### src/rtl/rename_pkg.sv
package rename_pkg;
  typedef enum logic {
    RN_RUN,
    RN_REBUILD
  } rn_state_e;
endpackage

### src/rtl/rename_free_fifo.sv
module rename_free_fifo #(
  parameter int DEPTH = 64,
  parameter int DW    = 6
) (
  input  logic                     clk,
  input  logic                     rst,
  input  logic                     clear,
  input  logic                     push,
  input  logic [DW-1:0]            push_data,
  input  logic                     pop,
  output logic [DW-1:0]            head,
  output logic [$clog2(DEPTH):0]   count
);
  localparam int AW = $clog2(DEPTH);

  logic [DW-1:0] mem [DEPTH];
  logic [AW-1:0] wptr, rptr;

  // storage has no reset so it can map to RAM
  always_ff @(posedge clk) begin
    if (push) mem[wptr] <= push_data;
  end

  always_ff @(posedge clk) begin
    if (rst || clear) begin
      wptr  <= '0;
      rptr  <= '0;
      count <= '0;
    end else begin
      if (push) wptr <= wptr + 1'b1;
      if (pop)  rptr <= rptr + 1'b1;
      count <= count + (AW+1)'(push) - (AW+1)'(pop);
    end
  end

  assign head = mem[rptr];
endmodule

### src/rtl/rename_map_table.sv
module rename_map_table #(
  parameter int NL = 32,
  parameter int NP = 64
) (
  input  logic                  clk,
  input  logic                  rst,
  input  logic                  recover,
  input  logic                  ren_we,
  input  logic [$clog2(NL)-1:0] ren_idx,
  input  logic [$clog2(NP)-1:0] ren_phys,
  input  logic [$clog2(NL)-1:0] rd_a_idx,
  input  logic [$clog2(NL)-1:0] rd_b_idx,
  input  logic [$clog2(NL)-1:0] rd_d_idx,
  output logic [$clog2(NP)-1:0] rd_a,
  output logic [$clog2(NP)-1:0] rd_b,
  output logic [$clog2(NP)-1:0] rd_d,
  input  logic                  cm_we,
  input  logic [$clog2(NL)-1:0] cm_idx,
  input  logic [$clog2(NP)-1:0] cm_phys,
  output logic [$clog2(NP)-1:0] cm_old,
  output logic [NP-1:0]         cm_used
);
  localparam int PW = $clog2(NP);

  logic [PW-1:0] spec_map [NL];
  logic [PW-1:0] cmt_map  [NL];

  always_ff @(posedge clk) begin
    if (rst) begin
      for (int i = 0; i < NL; i++) spec_map[i] <= PW'(i);
    end else if (recover) begin
      for (int i = 0; i < NL; i++) spec_map[i] <= cmt_map[i];
    end else if (ren_we) begin
      spec_map[ren_idx] <= ren_phys;
    end
  end

  always_ff @(posedge clk) begin
    if (rst) begin
      for (int i = 0; i < NL; i++) cmt_map[i] <= PW'(i);
      for (int p = 0; p < NP; p++) cm_used[p] <= (p < NL);
    end else if (cm_we) begin
      cmt_map[cm_idx]          <= cm_phys;
      cm_used[cmt_map[cm_idx]] <= 1'b0;
      cm_used[cm_phys]         <= 1'b1;
    end
  end

  assign rd_a   = spec_map[rd_a_idx];
  assign rd_b   = spec_map[rd_b_idx];
  assign rd_d   = spec_map[rd_d_idx];
  assign cm_old = cmt_map[cm_idx];
endmodule

### src/rtl/rename_unit.sv
module rename_unit #(
  parameter int NUM_LOG  = 32,
  parameter int NUM_PHYS = 64
) (
  input  logic                        clk,
  input  logic                        rst,
  input  logic                        ren_valid,
  input  logic [$clog2(NUM_LOG)-1:0]  ren_src_a,
  input  logic [$clog2(NUM_LOG)-1:0]  ren_src_b,
  input  logic [$clog2(NUM_LOG)-1:0]  ren_dst,
  output logic                        ren_stall,
  output logic                        out_valid,
  output logic [$clog2(NUM_PHYS)-1:0] out_src_a_phys,
  output logic [$clog2(NUM_PHYS)-1:0] out_src_b_phys,
  output logic [$clog2(NUM_PHYS)-1:0] out_dst_phys,
  output logic [$clog2(NUM_PHYS)-1:0] out_prev_phys,
  input  logic                        cmt_valid,
  input  logic [$clog2(NUM_LOG)-1:0]  cmt_dst,
  input  logic [$clog2(NUM_PHYS)-1:0] cmt_phys,
  input  logic                        recover
);
  import rename_pkg::*;

  localparam int PW = $clog2(NUM_PHYS);
  localparam int CW = PW + 1;

  rn_state_e     state;
  logic [PW-1:0] scan_idx;
  logic          rebuilding;
  logic          ren_fire;
  logic [CW-1:0] free_count;
  logic [PW-1:0] pool_head;
  logic          pool_push;
  logic [PW-1:0] pool_push_data;
  logic [PW-1:0] map_a, map_b, map_d, cm_old;
  logic [NUM_PHYS-1:0] cm_used;

  assign rebuilding = (state == RN_REBUILD);
  assign ren_stall  = rebuilding || (free_count == '0);
  assign ren_fire   = ren_valid && !ren_stall && !recover;

  // the rebuild scan and commit releases share the single push port
  assign pool_push      = rebuilding ? !cm_used[scan_idx] : cmt_valid;
  assign pool_push_data = rebuilding ? scan_idx : cm_old;

  always_ff @(posedge clk) begin
    if (rst || recover) begin
      state    <= RN_REBUILD;
      scan_idx <= '0;
    end else if (rebuilding) begin
      scan_idx <= scan_idx + 1'b1;
      if (scan_idx == PW'(NUM_PHYS-1)) state <= RN_RUN;
    end
  end

  rename_free_fifo #(.DEPTH(NUM_PHYS), .DW(PW)) u_pool (
    .clk       (clk),
    .rst       (rst),
    .clear     (recover),
    .push      (pool_push),
    .push_data (pool_push_data),
    .pop       (ren_fire),
    .head      (pool_head),
    .count     (free_count)
  );

  rename_map_table #(.NL(NUM_LOG), .NP(NUM_PHYS)) u_maps (
    .clk      (clk),
    .rst      (rst),
    .recover  (recover),
    .ren_we   (ren_fire),
    .ren_idx  (ren_dst),
    .ren_phys (pool_head),
    .rd_a_idx (ren_src_a),
    .rd_b_idx (ren_src_b),
    .rd_d_idx (ren_dst),
    .rd_a     (map_a),
    .rd_b     (map_b),
    .rd_d     (map_d),
    .cm_we    (cmt_valid && !rebuilding),
    .cm_idx   (cmt_dst),
    .cm_phys  (cmt_phys),
    .cm_old   (cm_old),
    .cm_used  (cm_used)
  );

  always_ff @(posedge clk) begin
    if (rst) out_valid <= 1'b0;
    else     out_valid <= ren_fire;
  end

  always_ff @(posedge clk) begin
    if (ren_fire) begin
      out_src_a_phys <= map_a;
      out_src_b_phys <= map_b;
      out_dst_phys   <= pool_head;
      out_prev_phys  <= map_d;
    end
  end
endmodule

### config.mk
export PLATFORM = sky130hd
export DESIGN_NAME = rename_unit
export DESIGN_NICKNAME = d
export VERILOG_FILES = /design/src/rtl/rename_pkg.sv /design/src/rtl/rename_free_fifo.sv /design/src/rtl/rename_map_table.sv /design/src/rtl/rename_unit.sv
export SDC_FILE = /design/constraint.sdc
export NUM_CORES = 1
export LEC_CHECK = 0
export BUFFER_PORTS_ARGS = -buffer_cell sky130_fd_sc_hd__buf_2
export CAP_MARGIN = 5
export CORE_ASPECT_RATIO = 0.8
export CORE_MARGIN = 5
export CORE_UTILIZATION = 40
export DETAILED_ROUTE_END_ITERATION = 16
export MAX_ROUTING_LAYER = met4
export PLACE_DENSITY = 0.54
export SLEW_MARGIN = 25
export SYNTH_ARGS = -nofsm -noshare
export SYNTH_HDL_FRONTEND = slang
export SYNTH_HIERARCHICAL = 1
export SYNTH_SLANG_ARGS = --single-unit
export TNS_END_PERCENT = 100
### constraint.sdc
create_clock -name clk -period 7.75 [get_ports clk]
set_input_delay 1.1625 -clock clk [delete_from_list [all_inputs] [get_ports clk]]
set_output_delay 1.1625 -clock clk [all_outputs]
set_load 0.01 [all_outputs]
# Word level (Yosys, flattened, before mapping)

Memory sizes are Yosys's and may differ from the RTL's. A register that Yosys moved wholly into a read port is not among the register bits.
Index checks and enable logic that the tools add are counted.

Input bits: 31
Flip-flop bits (word level): 97
Word-level logic and storage cells: 135
Memories kept: 3
Memory bits (writable): 768
Output and inout port bits: 26

Memory list:

| memory          | words | width | rd ports | clocked after Yosys merged registers in | wr ports | line                   | text |
|---|---|---|---|---|---|---|---|
| u_pool.mem      | 64    | 6     | 1        | 1                                       | 1        | rename_free_fifo.sv:16 | `logic [DW-1:0] mem [DEPTH];` |
| u_maps.cmt_map  | 32    | 6     | 33       | 0                                       | 32       | rename_map_table.sv:26 | `logic [PW-1:0] cmt_map [NL];` |
| u_maps.spec_map | 32    | 6     | 3        | 3                                       | 32       | rename_map_table.sv:25 | `logic [PW-1:0] spec_map [NL];` |

Order comparisons: 5
$add $sub $neg: 5
Equal/unequal tests: 1
Muxes and demuxes: 64
Reduce and logical (&&, ||, !) cells: 14
Bitwise logic cells: 35

Operators by type and width:

| kind                | count |
|---|---|
| $mux 6              | 37 |
| $and 64x64->64      | 1 |
| $not 64->64         | 1 |
| $or 64x64->64       | 1 |
| $or 1x1->1          | 32 |
| $mux 1              | 22 |
| $lt 6x7->1 const B  | 3 |
| $add 6x1->6 const B | 3 |
| $demux 1 s6         | 2 |
| $ge 6x1->1 const B  | 2 |
| $reduce_or 6->1     | 2 |
| $mux 5              | 2 |
| $add 7x1->7         | 1 |
| $logic_not 7->1     | 1 |
| $sub 7x1->7         | 1 |
| $bmux 1 s6          | 1 |
| $eq 6x6->1 const B  | 1 |
| $logic_and 1x1->1   | 5 |
| $logic_not 1->1     | 4 |
| $logic_or 1x1->1    | 2 |

# Depth between registers and ports, before layout

Word-level depth: 11
Gate-level depth with buffers: 16
Gate-level depth less buffers: 15

# Hierarchy

The synthesis kept the hierarchy.

By module, submodules not included:

| module           | sequential area each (um^2) | instances | area each (um^2) | cells each |
|---|---|---|---|---|
| rename_map_table | 12812.3                     | 1         | 25679.6          | 2058 |
| rename_free_fifo | 12031.5                     | 1         | 16191.8          | 826 |
| rename_unit      | 880.8                       | 1         | 1765.4           | 127 |

# Least setup slack after synthesis

No wires, ideal clock.

Path kind: in2reg
Start: in cmt_dst[0]
End: mem u_pool.mem[0][5] (data pin)
Data required time: 7.048 ns
Setup slack: 1.936 ns
Stages: 11
Path buffers: 4
Library setup time: 0.702 ns
Arrival: 5.112 ns
Cells stage by stage: buf_6 or4b_1 buf_2 o22ai_1 or4_1 nor2_1 buf_6 buf_4 inv_1 inv_1 o21ai_0

Word-level cells in the longest chain between the ends: 2

RTL lines:

| what                        | line                   | text |
|---|---|---|
| start: declaration          | rename_unit.sv:18      | `input logic [$clog2(NUM_LOG)-1:0] cmt_dst,` |
| $mem_v2 32x6                | --                     |  |
| named net cm_old[5]         | rename_unit.sv:35      | `logic [PW-1:0] map_a, map_b, map_d, cm_old;` |
| $mux 6                      | rename_unit.sv:44      | `assign pool_push_data = rebuilding ? scan_idx : cm_old;` |
| named net pool_push_data[5] | rename_unit.sv:34      | `logic [PW-1:0] pool_push_data;` |
| end: declaration            | rename_free_fifo.sv:16 |  |

The timed path passes the listed nets, and every way through them passes these cells.

==> summary.md <==
| Metric | Value |
|---|---|
| Outcome | `complete, no violations` |
| Row count | `108` |
| First-pass DRT Iterations | `9` |
| WL met3 | `17.0 mm` |
| Total power | `10.5 mW` |
| Final TNS setup | `0 ns` |
| EDFF count, synth | `792` |
| Post-Syn Area | `43600 sq um` |
| Final Non-Filler Cells | `4481` |
| Slew headroom | `24.3%` |
| DRC Markers | `0` |
| Design area | `48000 sq um` |
| Startpoint Class | `flip-flop` |
| Vias in the first global route | `26400` |
| FF-to-FF setup slack | `2.97 ns` |
| Worst-path clk slew | `0.06 ns` |
| Reg2reg end | `u_maps/spec_map[6][0]` |
| Mean post-synth cell area | `14.5 sq um` |
| Final ANT Viol Nets | `0` |
| Worst hold path class | `flip-flop to flip-flop` |
| Syn-to-layout area delta | `9.89%` |
| Routed WL | `140 mm` |
| Crit-path max FO | `38` |
| Gpl congestion | `0.998` |
| Skew final | `0.0377 ns` |
| Routed vias | `27600` |
| Fmax | `0.209 GHz` |
| Root Buffer | `clkbuf_16` |
| Ys Warns | `6` |
| Congestion Overflow GR | `0` |
| Commonest non-fill, non-tap cell in the layout | `edfxtp_1` |
| Die height | `305 um` |
| Post-CTS Setup Bufs | `0` |
| Hold Path End | `u_maps/cm_used[54]` |
| Resized Gates After CTS | `0` |
| Clk buf depth | `3` |
| Fin nets | `3011` |
| Worst hold stages | `2` |
| Clk_lat worst skew | `0.68 ns` |
| Post-DP HPWL | `98.4 mm` |
| Prevailing post-synth register cell | `edfxtp_1` |
| I/O pin cnt | `57` |
| Final slew viol count | `0` |
| Top Metal Used | `met4` |
| Most frequent cells in the layout | `edfxtp_1, nor2_1, mux4_2, nand2_1, mux2i_1` |
| Critical path endpoint category | `flip-flop` |
| Worst VDD drop | `0.000159 V` |
| Final-report setup violation count | `0` |
| Initial antenna violation count | `5` |
| Hold_buf cts | `0` |
| Worst Reg2Reg Path Length in Cells | `7` |
| RSZ-0062 raised after global routing | `false` |
| Register bit total from synthesis | `889` |
| Met1 Wirelength | `64.3 mm` |
| Hold Path Origin | `u_maps/cm_used[54]` |
| Placed cells | `4304` |
| Die width | `379 um` |
| Total die area | `116000 sq um` |
| IO buf count | `56` |
| Period minus WS final | `4.78 ns` |
| Critical path class | `flip-flop to flip-flop` |
| Largest net degree at the start of global routing | `160` |
| Fraction of registers with async set/reset | `0%` |
| Pre-CTS WS | `2.24 ns` |
| Clk sinks | `889` |
| TritonCTS Buffers | `93` |
| Period utilization | `61.7%` |
| Worst-Margin Slew | `1.12 ns` |
| DP Area | `44900 sq um` |
| Unique cell type count in the Yosys netlist | `79` |
| Met2 WL | `56.2 mm` |
| Avg WL per Cell | `31.1 um` |
| Global Route Usage Sum | `24.5%` |
| Hold Vio Cnt, Final | `0` |
| Maxcap violations | `0` |
| CTS tree | `yes` |
| Core area | `108000 sq um` |
| Critical Path AT | `5.16 ns` |
| Worst Path Required | `8.13 ns` |
| Avg Vias per Cell | `6.15` |
| P per Cell Area | `218 nW/um^2` |
| Syn_nets | `3053` |
| LEAKAGE | `14.8 nW` |
| Seq/Total Area, Yosys | `59.0%` |
| Initial Util | `40.3%` |
| First-pass GRT wire length | `197 mm` |
| 1st-iter DRT viols | `3916` |
| CTS H-Tree Depth | `3` |
| Worst setup margin | `2.97 ns` |
| Mapped Cells | `3011` |
| Layout cell share with drive strength beyond 1 | `21.8%` |
[through the flow]
step,hold slack [ns],utilization (%)
after global placement,0.483,41.4
after global routing,0.519,44.2
final,0.505,44.2
after floorplan,0.459,-
after detailed placement,0.487,41.4
after CTS,0.504,44.2
[registers in the layout, indices dropped and copies added (netlist names), named ones only]
register,flops
u_pool/count,7
out_src_b_phys,6
u_pool/wptr,6
out_prev_phys,6
u_maps/cm_used,64
u_pool/rptr,6
u_pool/mem,384
out_src_a_phys,6
out_valid,1
rebuilding,1
out_dst_phys,6
u_maps/cmt_map,192
u_maps/spec_map,192
scan_idx,6
[area by class of cell]
class,instances,area (sq um)
inverter,26,100
clock buffer,116,2440
sequential,889,25700
multi-input combinational,1848,16500
antenna,6,15.0
tap,1430,1790
fill,9651,60400
timing repair buffer,111,729
clock inverter,55,629
[report_power, final]
group          switching, mW  total (mW)  internal (mW)
combinational          0.393       0.621          0.228
clock                   1.90        4.52           2.62
sequential            0.0682        5.31           5.25
total                   2.37        10.5           8.09
[how the worst max path moves through the flow]
stage | slack (ns) | endpoint | from
after floorplan | 1.94 | u_pool/mem[0][5] | cmt_dst[0]
after global placement | 2.39 | u_pool/mem[46][3] | cmt_dst[1]
after CTS | 2.94 | u_pool/mem[15][3] | cmt_dst[1]
after detailed placement | 2.24 | u_pool/mem[41][3] | cmt_dst[1]
final | 2.97 | u_maps/spec_map[6][0] | flip-flop
after global routing | 2.79 | u_maps/spec_map[6][0] | flip-flop
[per-layer routing]
| layer | track usage, % | up-vias |
|---|---|---|
| met1 | 37.3 | 14200 |
| li1 | - | 11700 |
| met5 | - | - |
| met4 | 4.03 | 0 |
| met2 | 31.5 | 1483 |
| met3 | 8.98 | 139 |
[cell usage after synthesis (all sizes together) (6+ instances only)]
| master | number | area share, % |
|---|---|---|
| mux2i | 132 | 3.0 |
| nand4bb | 6 | 0.18 |
| nand4b | 7 | 0.15 |
| nor2b | 49 | 0.72 |
| o221ai | 10 | 0.20 |
| nor3 | 31 | 0.46 |
| a41oi | 35 | 1.0 |
| mux4 | 285 | 15 |
| edfxtp | 792 | 55 |
| nor2 | 288 | 2.5 |
| clkbuf | 151 | 1.3 |
| nor4 | 26 | 0.52 |
| or2 | 40 | 0.57 |
| inv | 24 | 0.21 |
| o21ai | 126 | 1.4 |
| xor2 | 9 | 0.18 |
| buf | 97 | 1.8 |
| and2 | 118 | 1.7 |
| ha | 10 | 0.29 |
| a21oi | 95 | 1.1 |
| xnor2 | 6 | 0.12 |
| nor3b | 11 | 0.20 |
| a22o | 32 | 0.64 |
| nand3 | 24 | 0.29 |
| or3 | 76 | 1.1 |
| a211oi | 26 | 0.45 |
| dfxtp | 97 | 4.5 |
| o22a | 11 | 0.22 |
| o22ai | 60 | 0.86 |
| nand2 | 149 | 1.3 |
| nand4 | 12 | 0.17 |
| nand3b | 33 | 0.57 |
| mux2 | 32 | 0.83 |
| a311oi | 13 | 0.38 |
| nand2b | 42 | 0.60 |
[critical path, cell delays in order, from the launching register on]
cell      delay [ns]
dfxtp_4         0.80
buf_12          0.39
mux4_2          0.32
o22ai_1         0.15
o31ai_1         0.55
a21o_1          0.44
clkinv_1        0.94
o21ai_0         0.86
[cells by family after synthesis]
group                    share of synthesized area, %
AND/OR/NAND/NOR                                  11.5
flip-flops                                       59.0
multiplexers                                     18.8
AO/OA/AOI/OAI                                    6.86
buffers and inverters                            3.32
XOR/XNOR                                        0.301
adder cells (fa/ha/maj)                         0.333
(Power assumes the default switching activity.)
